--- config.mk ---
export PLATFORM = sky130hd
export DESIGN_NAME = shared_ram_arbiter
export DESIGN_NICKNAME = d
export VERILOG_FILES = /design/src/rtl/ram_arb_pkg.sv /design/src/rtl/ram_slot_timer.sv /design/src/rtl/ram_slot_fsm.sv /design/src/rtl/ram_nibble_xfer.sv /design/src/rtl/shared_ram_arbiter.sv
export SDC_FILE = /design/constraint.sdc
export NUM_CORES = 1
export LEC_CHECK = 0
export BUFFER_PORTS_ARGS = -buffer_cell sky130_fd_sc_hd__buf_4
export CAP_MARGIN = 20
export CORE_MARGIN = 3
export CORE_UTILIZATION = 47
export DETAILED_ROUTE_END_ITERATION = 10
export GPL_ROUTABILITY_DRIVEN = 0
export PLACE_DENSITY = 0.84
export SYNTH_ARGS = -nofsm -noshare
export SYNTH_HDL_FRONTEND = slang
export SYNTH_HIERARCHICAL = 1
export SYNTH_SLANG_ARGS = --single-unit
--- constraint.sdc ---
create_clock -name clk -period 3.35 [get_ports clk]
set_input_delay 0.335 -clock clk [delete_from_list [all_inputs] [get_ports clk]]
set_output_delay 0.335 -clock clk [all_outputs]
set_load 0.02 [all_outputs]
--- src/rtl/ram_arb_pkg.sv ---
package ram_arb_pkg;

    typedef enum logic [2:0] {
        ST_IDLE   = 3'd0,
        ST_CPU_LO = 3'd1,
        ST_CPU_HI = 3'd2,
        ST_DSP_LO = 3'd3,
        ST_DSP_HI = 3'd4
    } slot_state_e;

endpackage

--- src/rtl/ram_slot_timer.sv ---
module ram_slot_timer #(
    parameter int CLKS_PER_SLOT = 2
) (
    input  logic clk,
    input  logic rst,
    output logic slot_end,
    output logic slot_par
);
    localparam int SUB_W = (CLKS_PER_SLOT > 1) ? $clog2(CLKS_PER_SLOT) : 1;

    logic [SUB_W-1:0] sub_q;
    logic             par_q;

    always_ff @(posedge clk) begin
        if (rst) begin
            sub_q <= '0;
            par_q <= 1'b0;
        end else if (slot_end) begin
            sub_q <= '0;
            par_q <= ~par_q;
        end else begin
            sub_q <= sub_q + 1'b1;
        end
    end

    assign slot_end = (sub_q == SUB_W'(CLKS_PER_SLOT - 1));
    assign slot_par = par_q;

endmodule

--- src/rtl/ram_slot_fsm.sv ---
module ram_slot_fsm
    import ram_arb_pkg::*;
(
    input  logic clk,
    input  logic rst,
    input  logic slot_end,
    input  logic slot_par,
    input  logic cpu_req,
    input  logic mode_hi,
    input  logic active_line,
    output logic sel_cpu,
    output logic sel_dsp,
    output logic hi_half,
    output logic xfer_on
);
    slot_state_e state_q, state_d;
    logic        next_par;
    logic        dsp_claim;
    logic        cpu_grant;

    // Owner of the slot that begins after this edge
    always_comb begin
        next_par  = ~slot_par;
        dsp_claim = active_line & (mode_hi | next_par);
        cpu_grant = cpu_req & ~next_par & ~dsp_claim;
    end

    always_comb begin
        state_d = state_q;
        unique case (state_q)
            ST_CPU_LO: state_d = ST_CPU_HI;
            ST_DSP_LO: state_d = ST_DSP_HI;
            ST_IDLE, ST_CPU_HI, ST_DSP_HI: begin
                if (!slot_end)
                    state_d = ST_IDLE;
                else if (dsp_claim)
                    state_d = ST_DSP_LO;
                else if (cpu_grant)
                    state_d = ST_CPU_LO;
                else
                    state_d = ST_IDLE;
            end
            default: state_d = ST_IDLE;
        endcase
    end

    always_ff @(posedge clk) begin
        if (rst) state_q <= ST_IDLE;
        else     state_q <= state_d;
    end

    always_comb begin
        sel_cpu = 1'b0;
        sel_dsp = 1'b0;
        hi_half = 1'b0;
        xfer_on = 1'b0;
        unique case (state_q)
            ST_IDLE: ;
            ST_CPU_LO: begin sel_cpu = 1'b1; xfer_on = 1'b1; end
            ST_CPU_HI: begin sel_cpu = 1'b1; xfer_on = 1'b1; hi_half = 1'b1; end
            ST_DSP_LO: begin sel_dsp = 1'b1; xfer_on = 1'b1; end
            ST_DSP_HI: begin sel_dsp = 1'b1; xfer_on = 1'b1; hi_half = 1'b1; end
            default: ;
        endcase
    end

endmodule

--- src/rtl/ram_nibble_xfer.sv ---
module ram_nibble_xfer #(
    parameter int ADDR_W = 8,
    parameter int DATA_W = 8
) (
    input  logic              clk,
    input  logic              rst,
    input  logic              sel_cpu,
    input  logic              sel_dsp,
    input  logic              hi_half,
    input  logic              xfer_on,
    input  logic              cpu_we,
    input  logic [ADDR_W-1:0] cpu_addr,
    input  logic [DATA_W-1:0] cpu_wdata,
    input  logic [ADDR_W-1:0] disp_addr,
    input  logic [DATA_W/2-1:0] ram_rdata,
    output logic [ADDR_W:0]   ram_addr,
    output logic              ram_en,
    output logic              ram_we,
    output logic [DATA_W/2-1:0] ram_wdata,
    output logic [DATA_W-1:0] cpu_rdata,
    output logic              cpu_ready,
    output logic [DATA_W-1:0] disp_data,
    output logic              disp_valid
);
    localparam int NIB_W = DATA_W / 2;

    logic [ADDR_W-1:0] src_addr;
    logic [NIB_W-1:0]  lo_q;
    logic              wr_now;

    always_comb begin
        src_addr  = sel_cpu ? cpu_addr : disp_addr;
        wr_now    = sel_cpu & cpu_we;
        ram_addr  = {src_addr, hi_half};
        ram_en    = xfer_on;
        ram_we    = wr_now;
        ram_wdata = '0;
        if (wr_now)
            ram_wdata = hi_half ? cpu_wdata[DATA_W-1:NIB_W] : cpu_wdata[NIB_W-1:0];
    end

    always_ff @(posedge clk) begin
        if (rst) begin
            lo_q       <= '0;
            cpu_rdata  <= '0;
            cpu_ready  <= 1'b0;
            disp_data  <= '0;
            disp_valid <= 1'b0;
        end else begin
            if (xfer_on && !hi_half)
                lo_q <= ram_rdata;
            cpu_ready  <= sel_cpu & hi_half;
            disp_valid <= sel_dsp & hi_half;
            if (sel_cpu && hi_half && !cpu_we)
                cpu_rdata <= {ram_rdata, lo_q};
            if (sel_dsp && hi_half)
                disp_data <= {ram_rdata, lo_q};
        end
    end

endmodule

--- src/rtl/shared_ram_arbiter.sv ---
module shared_ram_arbiter #(
    parameter int ADDR_W = 8,
    parameter int DATA_W = 8
) (
    input  logic              clk,
    input  logic              rst,
    input  logic              cpu_req,
    input  logic              cpu_we,
    input  logic [ADDR_W-1:0] cpu_addr,
    input  logic [DATA_W-1:0] cpu_wdata,
    output logic [DATA_W-1:0] cpu_rdata,
    output logic              cpu_ready,
    input  logic [ADDR_W-1:0] disp_addr,
    output logic [DATA_W-1:0] disp_data,
    output logic              disp_valid,
    input  logic              mode_hi,
    input  logic              active_line,
    output logic [ADDR_W:0]   ram_addr,
    output logic              ram_en,
    output logic              ram_we,
    output logic [DATA_W/2-1:0] ram_wdata,
    input  logic [DATA_W/2-1:0] ram_rdata
);
    localparam int CLKS_PER_SLOT = 2;

    logic slot_end;
    logic slot_par;
    logic sel_cpu;
    logic sel_dsp;
    logic hi_half;
    logic xfer_on;

    ram_slot_timer #(.CLKS_PER_SLOT(CLKS_PER_SLOT)) u_timer (
        .clk      (clk),
        .rst      (rst),
        .slot_end (slot_end),
        .slot_par (slot_par)
    );

    ram_slot_fsm u_fsm (
        .clk         (clk),
        .rst         (rst),
        .slot_end    (slot_end),
        .slot_par    (slot_par),
        .cpu_req     (cpu_req),
        .mode_hi     (mode_hi),
        .active_line (active_line),
        .sel_cpu     (sel_cpu),
        .sel_dsp     (sel_dsp),
        .hi_half     (hi_half),
        .xfer_on     (xfer_on)
    );

    ram_nibble_xfer #(.ADDR_W(ADDR_W), .DATA_W(DATA_W)) u_xfer (
        .clk        (clk),
        .rst        (rst),
        .sel_cpu    (sel_cpu),
        .sel_dsp    (sel_dsp),
        .hi_half    (hi_half),
        .xfer_on    (xfer_on),
        .cpu_we     (cpu_we),
        .cpu_addr   (cpu_addr),
        .cpu_wdata  (cpu_wdata),
        .disp_addr  (disp_addr),
        .ram_rdata  (ram_rdata),
        .ram_addr   (ram_addr),
        .ram_en     (ram_en),
        .ram_we     (ram_we),
        .ram_wdata  (ram_wdata),
        .cpu_rdata  (cpu_rdata),
        .cpu_ready  (cpu_ready),
        .disp_data  (disp_data),
        .disp_valid (disp_valid)
    );

endmodule

==> summary.md, run 1 <==
The total global-route track usage is 0.199, and the async set-reset flop share out of synthesis is 0. Among all stages on the critical path, the largest delay is contributed by sky130_fd_sc_hd__nor2_1. The number of gates resized after cts was 0. The run gives 4 as the detailed-routing iteration count for the pre-antenna-repair pass.

0 antenna diodes ended up in the layout. The worst setup margin is 0.899 ns. The fraction of final layout cells sized beyond drive strength 1 was 0.433; the hold violation count in the final report was 0.

TritonCTS created 3 clock buffers. The run gives 1,247 as the total number of vias. The minimum clock period after layout works out to 2.45 ns. In the final timing run, aggregate negative setup slack is 0 ns. The run gives 2510 microns as the placed wire-length estimate.

The run finished with clean final reports. The area share of the largest cell type after synthesis was 0.442. The root buffer cell chosen for the clock tree is sky130_fd_sc_hd__clkbuf_4. The share of the cycle needed by the critical path after routing was 0.732.

The share of the yosys chip area belonging to registers came out at 0.442. The total number of clock tree sinks is 27. For this run the aggregate overflow at the end of global routing stands at 0. For the first-iteration detailed-routing DRC count, the log shows 18. Number of ports placed on the die boundary: 67. By startpoint and endpoint, the worst setup path is classified as reg2out. STA classifies the critical path startpoint as a register.

Summing every instance area after synthesis gives 1220 sq um. The most instantiated library cell after synthesis is sky130_fd_sc_hd__nand2_1. Data on the critical path arrives at its endpoint at 2.12 ns. After detailed routing, the total wire length is 3100 microns.

The synthesized net count was 181. Between clock sinks in the finished design, the worst skew comes to 0.00376 ns. After technology mapping, the gate count stands at 147. The signal on the critical path passes through xnor2_1 > nor2_1 > nand2_1 > nor2_1 > buf_4. The via density per instance works out to 5.28. The initial antenna violation count is 0. Maximum buffer depth of the clock tree: 2. The pin count of the biggest net entering global routing is 27.

The highest attainable clock frequency came out at 408 MHz. From synthesis to final layout, the design area changed by 41.6%. Dividing the detail-routed wire length by the instance count gives 13.1 microns. For the max-slew headroom at the worst pin, the log shows 0.477. In the post-synthesis netlist, the biggest area contributors are sky130_fd_sc_hd__dfxtp_1 (44%), sky130_fd_sc_hd__nand2_1 (13%), sky130_fd_sc_hd__mux2_2 (7.4%), sky130_fd_sc_hd__a21oi_2 (5.7%), sky130_fd_sc_hd__a21oi_1 (5.3%). For this run, design rule violations remaining after detail routing come to 0. VDD sags by at most 0.215 mV. The floorplan step defined a core boundary enclosing 2340 sq um. Yosys printed 6 warnings.

From left edge to right edge, the die measures 57 microns. The logs give 1,295 for the via count of the first global-routing pass and 0 for the max capacitance violation total. The depth of the CTS H-tree was 1; the clock latency on the worst-skew pair was 0.32 ns. Setup repair after global routing left no endpoint under its margin. After synthesis, the netlist uses 21 different library cells.

The number of synthesized flops with an enable pin was 0. In this run the core area contains 17 standard-cell rows. TritonCTS built the clock tree. The worst setup slack before clock tree synthesis is 1.25 ns, and the starting density of the core is 0.522. Averaged over all synthesized cells, the footprint is 8.32 sq um.

The first global-routing pass estimated 5190 microns of wire. The number of port buffers works out to 66. The logs give 0 for the post-CTS setup buffer count and 0.000739 uW for the leakage dissipation. The top fanout value on the critical path came out at 12. In this run the power density over the cells is 348 nW/um^2. The count of pins over their slew limit is 0.

By count the netlist is led by sky130_fd_sc_hd__nand2_1 (41), sky130_fd_sc_hd__dfxtp_1 (27), sky130_fd_sc_hd__a21oi_1 (13). The tools report the number of routed nets with antenna violations as 0. On the worst path, the slowest cell contributes a delay of 0.60 ns. The synthesized design contains 27 register bits. Library cell occupying the most area in the post-synthesis netlist: sky130_fd_sc_hd__dfxtp_1. Setup violations remaining at the end of the flow were counted as 0.

The die covers 3250 sq um. The hold-fix buffer count after cts is 0. The element type at the critical path end is an output pin. Worst min-delay path class: in2reg. For the worst setup path, the data required time is 3.01 ns. Die height: 57 microns.

By instance count, the cell type seen most on the critical path is sky130_fd_sc_hd__nor2_1. After clock tree synthesis, the clock-pin slew on the worst setup and hold paths is 0.13 ns. Most used flip-flop cell after synthesis: sky130_fd_sc_hd__dfxtp_1. At the pin with the least slew margin, the transition time is 0.781 ns. After the last flow step, the layout net total stands at 243.
## cells in the final DEF (no fill, tap or decap)
cell type / n
sky130_fd_sc_hd__inv_1: 2
sky130_fd_sc_hd__and3_1: 1
sky130_fd_sc_hd__nand3b_1: 1
sky130_fd_sc_hd__nor2_1: 12
sky130_fd_sc_hd__xnor2_1: 4
sky130_fd_sc_hd__dfxtp_1: 27
sky130_fd_sc_hd__o21ai_0: 2
sky130_fd_sc_hd__mux2_2: 8
sky130_fd_sc_hd__nand3_1: 8
sky130_fd_sc_hd__nor3b_2: 1
sky130_fd_sc_hd__nand2b_1: 1
sky130_fd_sc_hd__o22ai_2: 1
sky130_fd_sc_hd__clkinv_2: 1
sky130_fd_sc_hd__clkbuf_4: 3
sky130_fd_sc_hd__nand2_1: 41
sky130_fd_sc_hd__a21oi_1: 13
sky130_fd_sc_hd__and3b_1: 1
sky130_fd_sc_hd__mux2i_1: 4
sky130_fd_sc_hd__nor2b_1: 1
sky130_fd_sc_hd__buf_4: 68
sky130_fd_sc_hd__a21oi_2: 8
## final timing paths
path	to	startpoint	slack (ns)	depth (start not counted)
min	u_xfer/lo_q[2]$_SDFFE_PP0P_	ram_rdata[2]	0.27	3
max	ram_wdata[0]	u_fsm/state_q[0]$_SDFF_PP0_	0.90	5
min reg2reg	u_timer/slot_end$_SDFF_PP0_	u_timer/slot_end$_SDFF_PP0_	0.47	1
max reg2reg	u_xfer/cpu_rdata[2]$_SDFFE_PP0P_	u_fsm/state_q[0]$_SDFF_PP0_	1.32	5
## stage by stage
| stage | power (uW) | std cells | cell area, sq um | hold slack, ns | util |
|---|---|---|---|---|---|
| 2_1_floorplan | 416 | 147 | 1220 | 0.402 | - |
| 3_3_place_gp | 470 | 232 | 1700 | 0.434 | 0.728 |
| 3_5_place_dp | 474 | 232 | 1700 | 0.449 | 0.728 |
| 4_1_cts | 609 | 236 | 1730 | 0.255 | 0.740 |
| 5_1_grt | 633 | 236 | 1730 | 0.241 | 0.740 |
| 6_report | 602 | 236 | 1730 | 0.266 | 0.740 |
## logic make-up after synthesis
kind of cell,Yosys count,share of synthesized area
mux,12,0.106
xor+xnor,4,0.0287
compound gates,24,0.129
simple gates,67,0.234
buf+inv,13,0.0594
flops,27,0.442
## critical path, delay by kind of cell, from the launching register on
family | cells | cell delay, ns
buffers and inverters | 1 | 0.15
xor gates and xnor gates | 1 | 0.12
DFF | 1 | 0.49
and+or+nand+nor | 3 | 1.03
## flip-flops by register name, indices dropped and copies added (netlist names)
| register | flops |
|---|---|
| u_timer/slot_par | 1 |
| u_xfer/disp_data | 8 |
| u_xfer/disp_valid | 1 |
| u_fsm/state_q | 3 |
| u_xfer/lo_q | 4 |
| u_xfer/cpu_ready | 1 |
| u_xfer/cpu_rdata | 8 |
| u_timer/slot_end | 1 |
## power by group
| part | leakage (uW) | switching, uW | internal (uW) |
|---|---|---|---|
| clock network | 0.0000177 | 90.4 | 44.8 |
| registers | 0.000219 | 7.41 | 328 |
| logic | 0.000502 | 63.3 | 67.4 |
## area by class of cell
cell class              count  area [sq um]
repair buffers             68           510
clock inverters             1          5.00
well taps                  28          35.0
fillers                   188           609
clock buffers               3          22.5
multi-input cells         107           609
flip-flops and latches     27           541
inverters                   2          7.51
## metal layers
layer  vias up  wire length (microns)  global-route usage
met5         -                      0                   0
met4         0                     63              0.0993
met3         6                    324              0.0498
met2        75                   1590               0.375
met1       565                   1120               0.201
li1        601                      -                   -
Note: power is estimated with default switching activity, not from simulation.
==> run 2, diff against run 1 <==
--- a/config.mk
+++ b/config.mk
@@ -8,10 +8,10 @@
 export BUFFER_PORTS_ARGS = -buffer_cell sky130_fd_sc_hd__buf_4
 export CAP_MARGIN = 20
 export CORE_MARGIN = 3
-export CORE_UTILIZATION = 47
+export CORE_UTILIZATION = 43
 export DETAILED_ROUTE_END_ITERATION = 10
 export GPL_ROUTABILITY_DRIVEN = 0
-export PLACE_DENSITY = 0.84
+export PLACE_DENSITY = 0.78
 export SYNTH_ARGS = -nofsm -noshare
 export SYNTH_HDL_FRONTEND = slang
 export SYNTH_HIERARCHICAL = 1
==> constraint.sdc (replaced) <==
create_clock -name clk -period 2.4 [get_ports clk]
set_input_delay 0.24 -clock clk [delete_from_list [all_inputs] [get_ports clk]]
set_output_delay 0.24 -clock clk [all_outputs]
set_load 0.02 [all_outputs]
==> summary.md, run 2 (same netlist as run 1, synthesis figures left out) <==
The run finished with clean final reports. The detailed route wirelength on metal3 was 274 microns (-15%); the number of ports placed on the die boundary was 67 (unchanged). First-iteration detailed-routing DRC count: 24 (+6). The critical path is of the reg2out type. The run gives 1550 microns (-2.6%) as the met2 layer wire length in the routed design. The placed wire-length estimate is 2450 microns (-2.4%).

The switching fraction of total power was 0.266 (-0.00131); the clock edge transition at the registers on the reported setup and hold paths was 0.13 ns (about the same). The library cell used most frequently in the layout, excluding fill and tap cells, is sky130_fd_sc_hd__buf_4. The total number of vias is 1,205 (-3.4%). The arrival time at the worst endpoint was 1.83 ns (-0.29 ns).

The number of endpoints failing setup at the final stage came out at 0 (unchanged). The fraction of final layout cells sized beyond drive strength 1 came out at 0.428 (-0.00481). After detailed routing, no signal wire sits above met4.

The final routed wire length divided by cell count is 12.7 microns (-3.2%). The run gives 225 uW (+40%) as the total net switching power. The post-detailed-route DRC marker count was 0 (unchanged). The area growth from synthesis to layout is 41.7% (about the same). The tools report the hold violation count in the final report as 0 (unchanged). The post-route setup TNS was 0 ns (unchanged). The number of cells traversed by the worst hold path was 3 (unchanged).

The critical path launch point type is a register. The run gives 2 (unchanged) as the maximum buffer depth of the clock tree. The launch instance of the worst register-to-register path was u_fsm/state_q[1]$_SDFF_PP0_. The largest registers in the layout are u_xfer/cpu_rdata x8, u_xfer/disp_data x8, u_xfer/lo_q x4. The highest ir drop seen on vdd is 0.323 mV (+50%), and the total number of clock tree sinks is 27 (unchanged). The clock latency on the worst-skew pair came out at 0.32 ns (about the same). The total global-route track usage was 0.180 (-0.0197); the summed area of non-filler cells in the final layout was 1730 sq um (about the same).

For the detailed-routing iteration count for the pre-antenna-repair pass, the log shows 4 (unchanged). The via count of the first global-routing pass came out at 1,182 (-8.7%). For the reg2reg setup slack, the log shows 0.37 ns (-0.95 ns).

TritonCTS built the clock tree. The top fanout value on the critical path was 8 (-4). The share of total power in combinational logic is 0.218 (about the same). The number of routed nets with antenna violations was 0 (unchanged). The tools report the length of routed wiring on met1 as 1160 microns (+2.8%).

The post-CTS setup buffer count is 0 (unchanged). Row count: 18 (+1). The number of port buffers works out to 66 (unchanged). The worst setup path is captured at an output pin.

The proportion of power drawn by flip-flops and latches is 0.555 (-0.003). The leakage dissipation came out at 0.000736 uW (-0.40%). The aggregate global routing overflow is 0 (unchanged).

The max-slew headroom at the worst pin was 0.392 (-0.0849); the area of the die was 3520 sq um (+8.3%). Pin count of the biggest net entering global routing: 27 (unchanged). The number of buffers inserted during clock tree synthesis is 3 (unchanged). The hold-fix buffer count after cts was 0 (unchanged).

The final layout net count is 243 (unchanged), and the power density over the cells is 488 nW/um^2 (+40%). The core box area was 2590 sq um (+11%); the number of gates resized after cts was 0 (unchanged). The via density per instance is 5.06 (-4.2%). The run gives 0.472 (-0.0505) as the starting density of the core. The global-route wire length before repair is 4860 microns (-6.4%), and the x dimension of the die is 59.3 microns (+4.1%).

The buffer cell driving the clock tree root was sky130_fd_sc_hd__clkbuf_4. Setup repair after global routing left no endpoint under its margin. The worst-case reg-to-reg path depth is 5 (unchanged), and the worst endpoint required time is 2.16 ns (-0.85 ns). The depth of the CTS H-tree was 1 (unchanged); the final setup skew was 0.00175 ns (-0.00201 ns).

The count of inserted antenna diode cells was 0 (unchanged); the share of the cycle needed by the critical path after routing was 0.863. Slew at the pin closest to its max-slew limit: 0.902 ns (+0.121 ns). The run gives 0 (unchanged) as the max capacitance violation total. The final wirelength was 3030 microns (-2.4%); the cell-internal power was 619 uW (+41%).

Terminus of the critical flop-to-flop path: u_xfer/disp_data[2]$_SDFFE_PP0P_. Clock share of power: 0.227 (+0.002). The sum of internal, switching and leakage power is 844 uW (+40%). Leaving out fill and tap cells, the most frequent cells in the layout are sky130_fd_sc_hd__buf_4 (68), sky130_fd_sc_hd__nand2_1 (41), sky130_fd_sc_hd__dfxtp_1 (27), sky130_fd_sc_hd__a21oi_1 (13), sky130_fd_sc_hd__nor2_1 (12). The worst hold path terminates at u_fsm/state_q[0]$_SDFF_PP0_. The path class of the tightest hold or removal check is in2reg.

The die height is 59.3 microns (+4.1%). Cell area after placement: 1710 sq um (+0.15%). The initial antenna violation count was 0 (unchanged); the number of filler cells placed in the layout was 214 (+14%). The highest attainable clock frequency is 483 MHz, and the minimum clock period after layout is 2.07 ns.

The count of pins over their slew limit was 0 (unchanged). The startpoint identified for the worst hold timing path is cpu_req.
==> run 2: changes by cell type in the layout (fill, tap and decap cells not counted) <==
cell | before | now
sky130_fd_sc_hd__clkinv_2 | 1 | 0
sky130_fd_sc_hd__clkbuf_1 | 0 | 1
==> run 2: final cells by class <==
| class | instances | area (sq um) | area share |
|---|---|---|---|
| clock buffers | 4 | 26.3 | 0.0152 |
| inverters | 2 | 7.51 | 0.00434 |
| multi-input cells | 107 | 609 | 0.352 |
| flip-flops and latches | 27 | 541 | 0.312 |
| well taps | 30 | 37.5 | 0.0217 |
| repair buffers | 68 | 510 | 0.295 |
==> run 2: routing by layer <==
layer	vias to the layer above	GRT usage
met5	-	0
met1	532	0.194
met3	6	0.0283
met4	0	0.0647
met2	66	0.345
li1	601	-
==> run 2: worst max-delay path: stages, from the launching register on <==
cell	delay (ns)
sky130_fd_sc_hd__dfxtp_1	0.49
sky130_fd_sc_hd__xnor2_1	0.11
sky130_fd_sc_hd__nor2_1	0.45
sky130_fd_sc_hd__mux2i_1	0.25
sky130_fd_sc_hd__nor2_1	0.05
sky130_fd_sc_hd__buf_4	0.15
==> run 2: worst max path at each step <==
| stage | endpoint | startpoint | depth (start not counted) |
|---|---|---|---|
| after detailed placement | u_xfer/disp_data[6]$_SDFFE_PP0P_ | u_fsm/state_q[1]$_SDFF_PP0_ | 5 |
| after global placement | u_xfer/disp_data[4]$_SDFFE_PP0P_ | u_fsm/state_q[1]$_SDFF_PP0_ | 6 |
| after global routing | ram_wdata[3] | u_fsm/state_q[1]$_SDFF_PP0_ | 5 |
| final | ram_wdata[1] | u_fsm/state_q[1]$_SDFF_PP0_ | 5 |
| after CTS | ram_wdata[3] | u_fsm/state_q[1]$_SDFF_PP0_ | 5 |
| after floorplan | ram_wdata[0] | u_fsm/state_q[1]$_SDFF_PP0_ | 7 |
==> run 2: power groups by stage <==
stage / sequential, uW / clock (uW) / combinational, uW
2_1_floorplan: 475 / 0 / 105
3_3_place_gp: 478 / 0 / 181
3_5_place_dp: 478 / 0 / 186
4_1_cts: 468 / 194 / 186
5_1_grt: 470 / 212 / 200
6_report: 468 / 192 / 184
==> run 2: through the flow <==
stage / util / setup WS [ns] / std cells / hold WS [ns]
CTS: 0.669 / 0.303 / 238 / 0.167
global route: 0.669 / 0.133 / 238 / 0.165
finish: 0.669 / 0.329 / 238 / 0.174
detailed placement: 0.658 / 0.453 / 234 / 0.448
global placement: 0.658 / 0.606 / 234 / 0.439
floorplan: - / 0.809 / 147 / 0.307
==> run 3, diff against run 2 <==
--- a/config.mk
+++ b/config.mk
@@ -8,11 +8,11 @@
 export BUFFER_PORTS_ARGS = -buffer_cell sky130_fd_sc_hd__buf_4
 export CAP_MARGIN = 20
 export CORE_MARGIN = 3
-export CORE_UTILIZATION = 43
+export CORE_UTILIZATION = 46
+export CTS_BUF_LIST = sky130_fd_sc_hd__clkbuf_8
 export DETAILED_ROUTE_END_ITERATION = 10
 export GPL_ROUTABILITY_DRIVEN = 0
-export PLACE_DENSITY = 0.78
+export PLACE_DENSITY = 0.82
 export SYNTH_ARGS = -nofsm -noshare
 export SYNTH_HDL_FRONTEND = slang
-export SYNTH_HIERARCHICAL = 1
 export SYNTH_SLANG_ARGS = --single-unit
==> summary.md, run 3 <==
The max-slew headroom at the worst pin is 0.688 (+0.296). The placed wire-length estimate is 2600 microns (+6.5%). The total global-route track usage is 0.193 (+0.0131), and the area of the mapped netlist is 1260 sq um (+3.1%).

The area share of the largest cell type after synthesis is 0.429 (-0.0132). The critical path is of the reg2out type. The tools report the number of routed nets with antenna violations as 0 (unchanged). The run gives 0.27 ns (-0.05 ns) as the clock latency on the worst-skew pair. The global-route wire length before repair is 5000 microns (+2.8%). Leaving out fill and tap cells, the most frequent cells in the layout are sky130_fd_sc_hd__buf_4 (68), sky130_fd_sc_hd__dfxtp_1 (27), sky130_fd_sc_hd__nor2_1 (20), sky130_fd_sc_hd__nand2_1 (19), sky130_fd_sc_hd__mux2i_1 (12). The worst-case hold slack was 0.218 ns (+0.0443 ns); the share of the yosys chip area belonging to registers was 0.429 (-0.0132).

The x dimension of the die is 58.3 microns (-1.7%), and the yosys synthesis warning count is 0 (-6). The largest registers in the layout are u_xfer.cpu_rdata x8, u_xfer.disp_data x8, u_xfer.lo_q x4. Among all stages on the critical path, the largest delay is contributed by sky130_fd_sc_hd__dfxtp_1. In this run the clock root is driven by a sky130_fd_sc_hd__clkbuf_8.

Total number of vias: 1,138 (-5.6%). The tools report the worst min-delay path startpoint as cpu_req. The tools report the highest attainable clock frequency as 448 MHz (-7.2%). By instance count, the leading cell after synthesis is sky130_fd_sc_hd__dfxtp_1. The run gives 234 uW (+4.1%) as the total net switching power.

STA classifies the critical path endpoint as an output pin. The post-detailed-route DRC marker count is 0 (unchanged). The clock edge transition at the registers on the reported setup and hold paths is 0.09 ns (-0.04 ns). The die height was 58.3 microns (-1.7%).

The final setup skew came out at 0.00462 ns (+0.00288 ns). Cell-internal power: 674 uW (+8.9%). The maximum buffer depth of the clock tree came out at 2 (unchanged). The fraction of final layout cells sized beyond drive strength 1 works out to 0.432 (+0.00441). The synthesized instance count was 131 (-11%); the async set-reset flop share out of synthesis was 0 (unchanged). The critical path starts at u_fsm.state_q[0]$_SDFF_PP0_.

The initial antenna violation count is 0 (unchanged). Switching fraction of total power: 0.258 (-0.00871). The number of distinct library cells after synthesis was 27 (+29%); the area of the die was 3400 sq um (-3.3%). Arrival time at the worst endpoint: 1.99 ns (+0.16 ns). Via density per instance: 5.13 (+1.2%). The power density over the cells was 511 nW/um^2 (+4.9%); the area growth from synthesis to layout was 41.0%. The proportion of power drawn by flip-flops and latches was 0.515 (-0.040); the number of ports placed on the die boundary was 67 (unchanged). The end-of-flow core utilization is 0.698 (+0.0295).

The worst min-delay path class is in2reg. The run gives 0 (unchanged) as the aggregate global routing overflow. The library cell occupying the most area in the post-synthesis netlist was sky130_fd_sc_hd__dfxtp_1.

The first-iteration detailed-routing DRC count was 34 (+42%). The run gives 0 (unchanged) as the count of pins over their slew limit. For the post-CTS setup buffer count, the log shows 0 (unchanged). The synthesized net count is 165 (-8.8%), and the final wirelength is 3240 microns (+7.1%). The top fanout value on the critical path was 11 (+3); the mean post-synth cell area was 9.62 sq um (+16%). The logs give 0 ns (unchanged) for the post-route setup TNS and 3 (unchanged) for the number of buffers inserted during clock tree synthesis.

The tools report the total number of clock tree sinks as 27 (unchanged). The run gives 0 (unchanged) as the hold-fix buffer count after cts. The biggest cell delay along the critical path was 0.56 ns (+0.07 ns).

Core box area: 2540 sq um (-1.7%). The critical path goes through nor2b_4 > o21ba_2 > mux2_4 > buf_4. The final layout net count came out at 227 (-6.6%). TritonCTS built the clock tree.

The worst endpoint required time is 2.16 ns (about the same), and the max capacitance violation total is 0 (unchanged). The leakage dissipation is 0.000773 uW (+5.0%). The most used flip-flop cell after synthesis is sky130_fd_sc_hd__dfxtp_1. The number of synthesized flops with an enable pin works out to 0 (unchanged). STA classifies the critical path startpoint as a register. The library cell used most frequently in the layout, excluding fill and tap cells, is sky130_fd_sc_hd__buf_4.

The run gives 218 (-6.8%) as the number of placed cells counting well taps. In this run the critical register-to-register path is launched from u_fsm.state_q[2]$_SDFF_PP0_. Ranked by total cell area, the synthesized netlist is headed by sky130_fd_sc_hd__dfxtp_1 (43%), sky130_fd_sc_hd__mux2i_1 (9.5%), sky130_fd_sc_hd__mux2_4 (9.5%), sky130_fd_sc_hd__nor2_1 (6.0%), sky130_fd_sc_hd__nand2_1 (5.7%). The count of inserted antenna diode cells is 0 (unchanged).

Sorting the synthesized cells by how often they occur yields sky130_fd_sc_hd__dfxtp_1 (27), sky130_fd_sc_hd__nor2_1 (20), sky130_fd_sc_hd__nand2_1 (19). The pin count of the biggest net entering global routing was 28 (+3.7%); the slew at the pin closest to its max-slew limit was 0.467 ns (-0.435 ns). The minimum clock period after layout was 2.23 ns (+0.161 ns). The run gives 18 (unchanged) as the row count. Number of port buffers: 66 (unchanged). The run finished with clean final reports.

The depth of the CTS H-tree was 1 (unchanged); the final routed wire length divided by cell count was 14.6 microns (+15%). The share of total power in combinational logic was 0.206 (-0.012); the number of endpoints failing setup at the final stage was 0 (unchanged). The clock share of power was 0.279 (+0.052). The filler-free cell count of the finished design is 222 (-6.7%), and the count of state elements after synthesis is 27 (unchanged). Setup repair after global routing left no endpoint under its margin. The starting density of the core came out at 0.495 (+0.0231).

The hold violation count in the final report came out at 0 (unchanged). The highest ir drop seen on vdd was 0.529 mV (+64%); the via count of the first global-routing pass was 1,081 (-8.5%). The detailed-routing iteration count for the pre-antenna-repair pass came out at 5 (+1). The share of the cycle needed by the critical path after routing is 0.930 (+0.0669).
==> run 3: changes by cell type in the layout (fill, tap and decap cells not counted), sizes merged, moves of 2 or more <==
cell / change
mux2i: +8
a22oi: +4
a21oi: -12
nor2: +8
nand2: -22
nand3: -8
nor2b: +4
nor4b: +2
==> run 3: repair_timing <==
item	CTS	global route
endpoints found under the hold margin	0	0
gates resized for setup	0	1
endpoints found under the setup margin	0	8
==> run 3: through the flow <==
stage	power, uW	instance area, sq um	setup WS, ns
final	908	1780	0.169
after global routing	946	1780	0.0497
after CTS	916	1780	0.0194
after detailed placement	666	1730	0.334
after global placement	660	1730	0.408
after floorplan	586	1260	0.893
==> run 3: power by group through the flow <==
stage	sequential, uW	combinational [uW]	clock, uW
4_1_cts	468	188	260
2_1_floorplan	476	109	0
3_3_place_gp	478	182	0
5_1_grt	470	198	278
6_report	468	187	253
3_5_place_dp	479	187	0
==> run 3: final timing paths <==
path	end	slack, ns	cells after the start
hold reg to reg	u_timer.slot_end$_SDFF_PP0_	0.46	1
hold / removal	u_fsm.state_q[0]$_SDFF_PP0_	0.22	3
setup / recovery	ram_addr[2]	0.17	4
setup reg to reg	u_xfer.cpu_rdata[2]$_SDFFE_PP0P_	0.90	4
==> run 3: cell type report <==
class	count	area, sq um
inverter	1	3.75
sequential	27	541
clock buffer	3	41.3
multi-input combinational	92	639
clock inverter	1	3.75
fill	205	768
tap	30	37.5
timing repair buffer	68	510
==> run 3: worst max-delay path: cells and delay by family, from the launching register on <==
kind	cells	cell delay, ns
muxes	1	0.34
DFF	1	0.56
buffers and inverters	1	0.16
and+or+nand+nor	1	0.29
AOI/OAI and AO/OA	1	0.36
==> run 3: routing by layer <==
| metal | vias up | track usage | wire [microns] |
|---|---|---|---|
| li1 | 561 | - | - |
| met1 | 516 | 0.229 | 1240 |
| met2 | 55 | 0.329 | 1660 |
| met3 | 6 | 0.0504 | 288 |
| met4 | 0 | 0.0795 | 52 |
| met5 | - | 0 | 0 |
==> run 3: logic make-up (layout without fill, tap and decap cells) <==
kind of cell / after synthesis / count (layout) / share of synthesized area
xor gates and xnor gates: 3 / 3 / 0.0209
muxes: 20 / 20 / 0.191
AOI/OAI and AO/OA: 17 / 17 / 0.0844
and+or+nand+nor: 52 / 52 / 0.212
DFF: 27 / 27 / 0.429
buffers and inverters: 12 / 73 / 0.0635
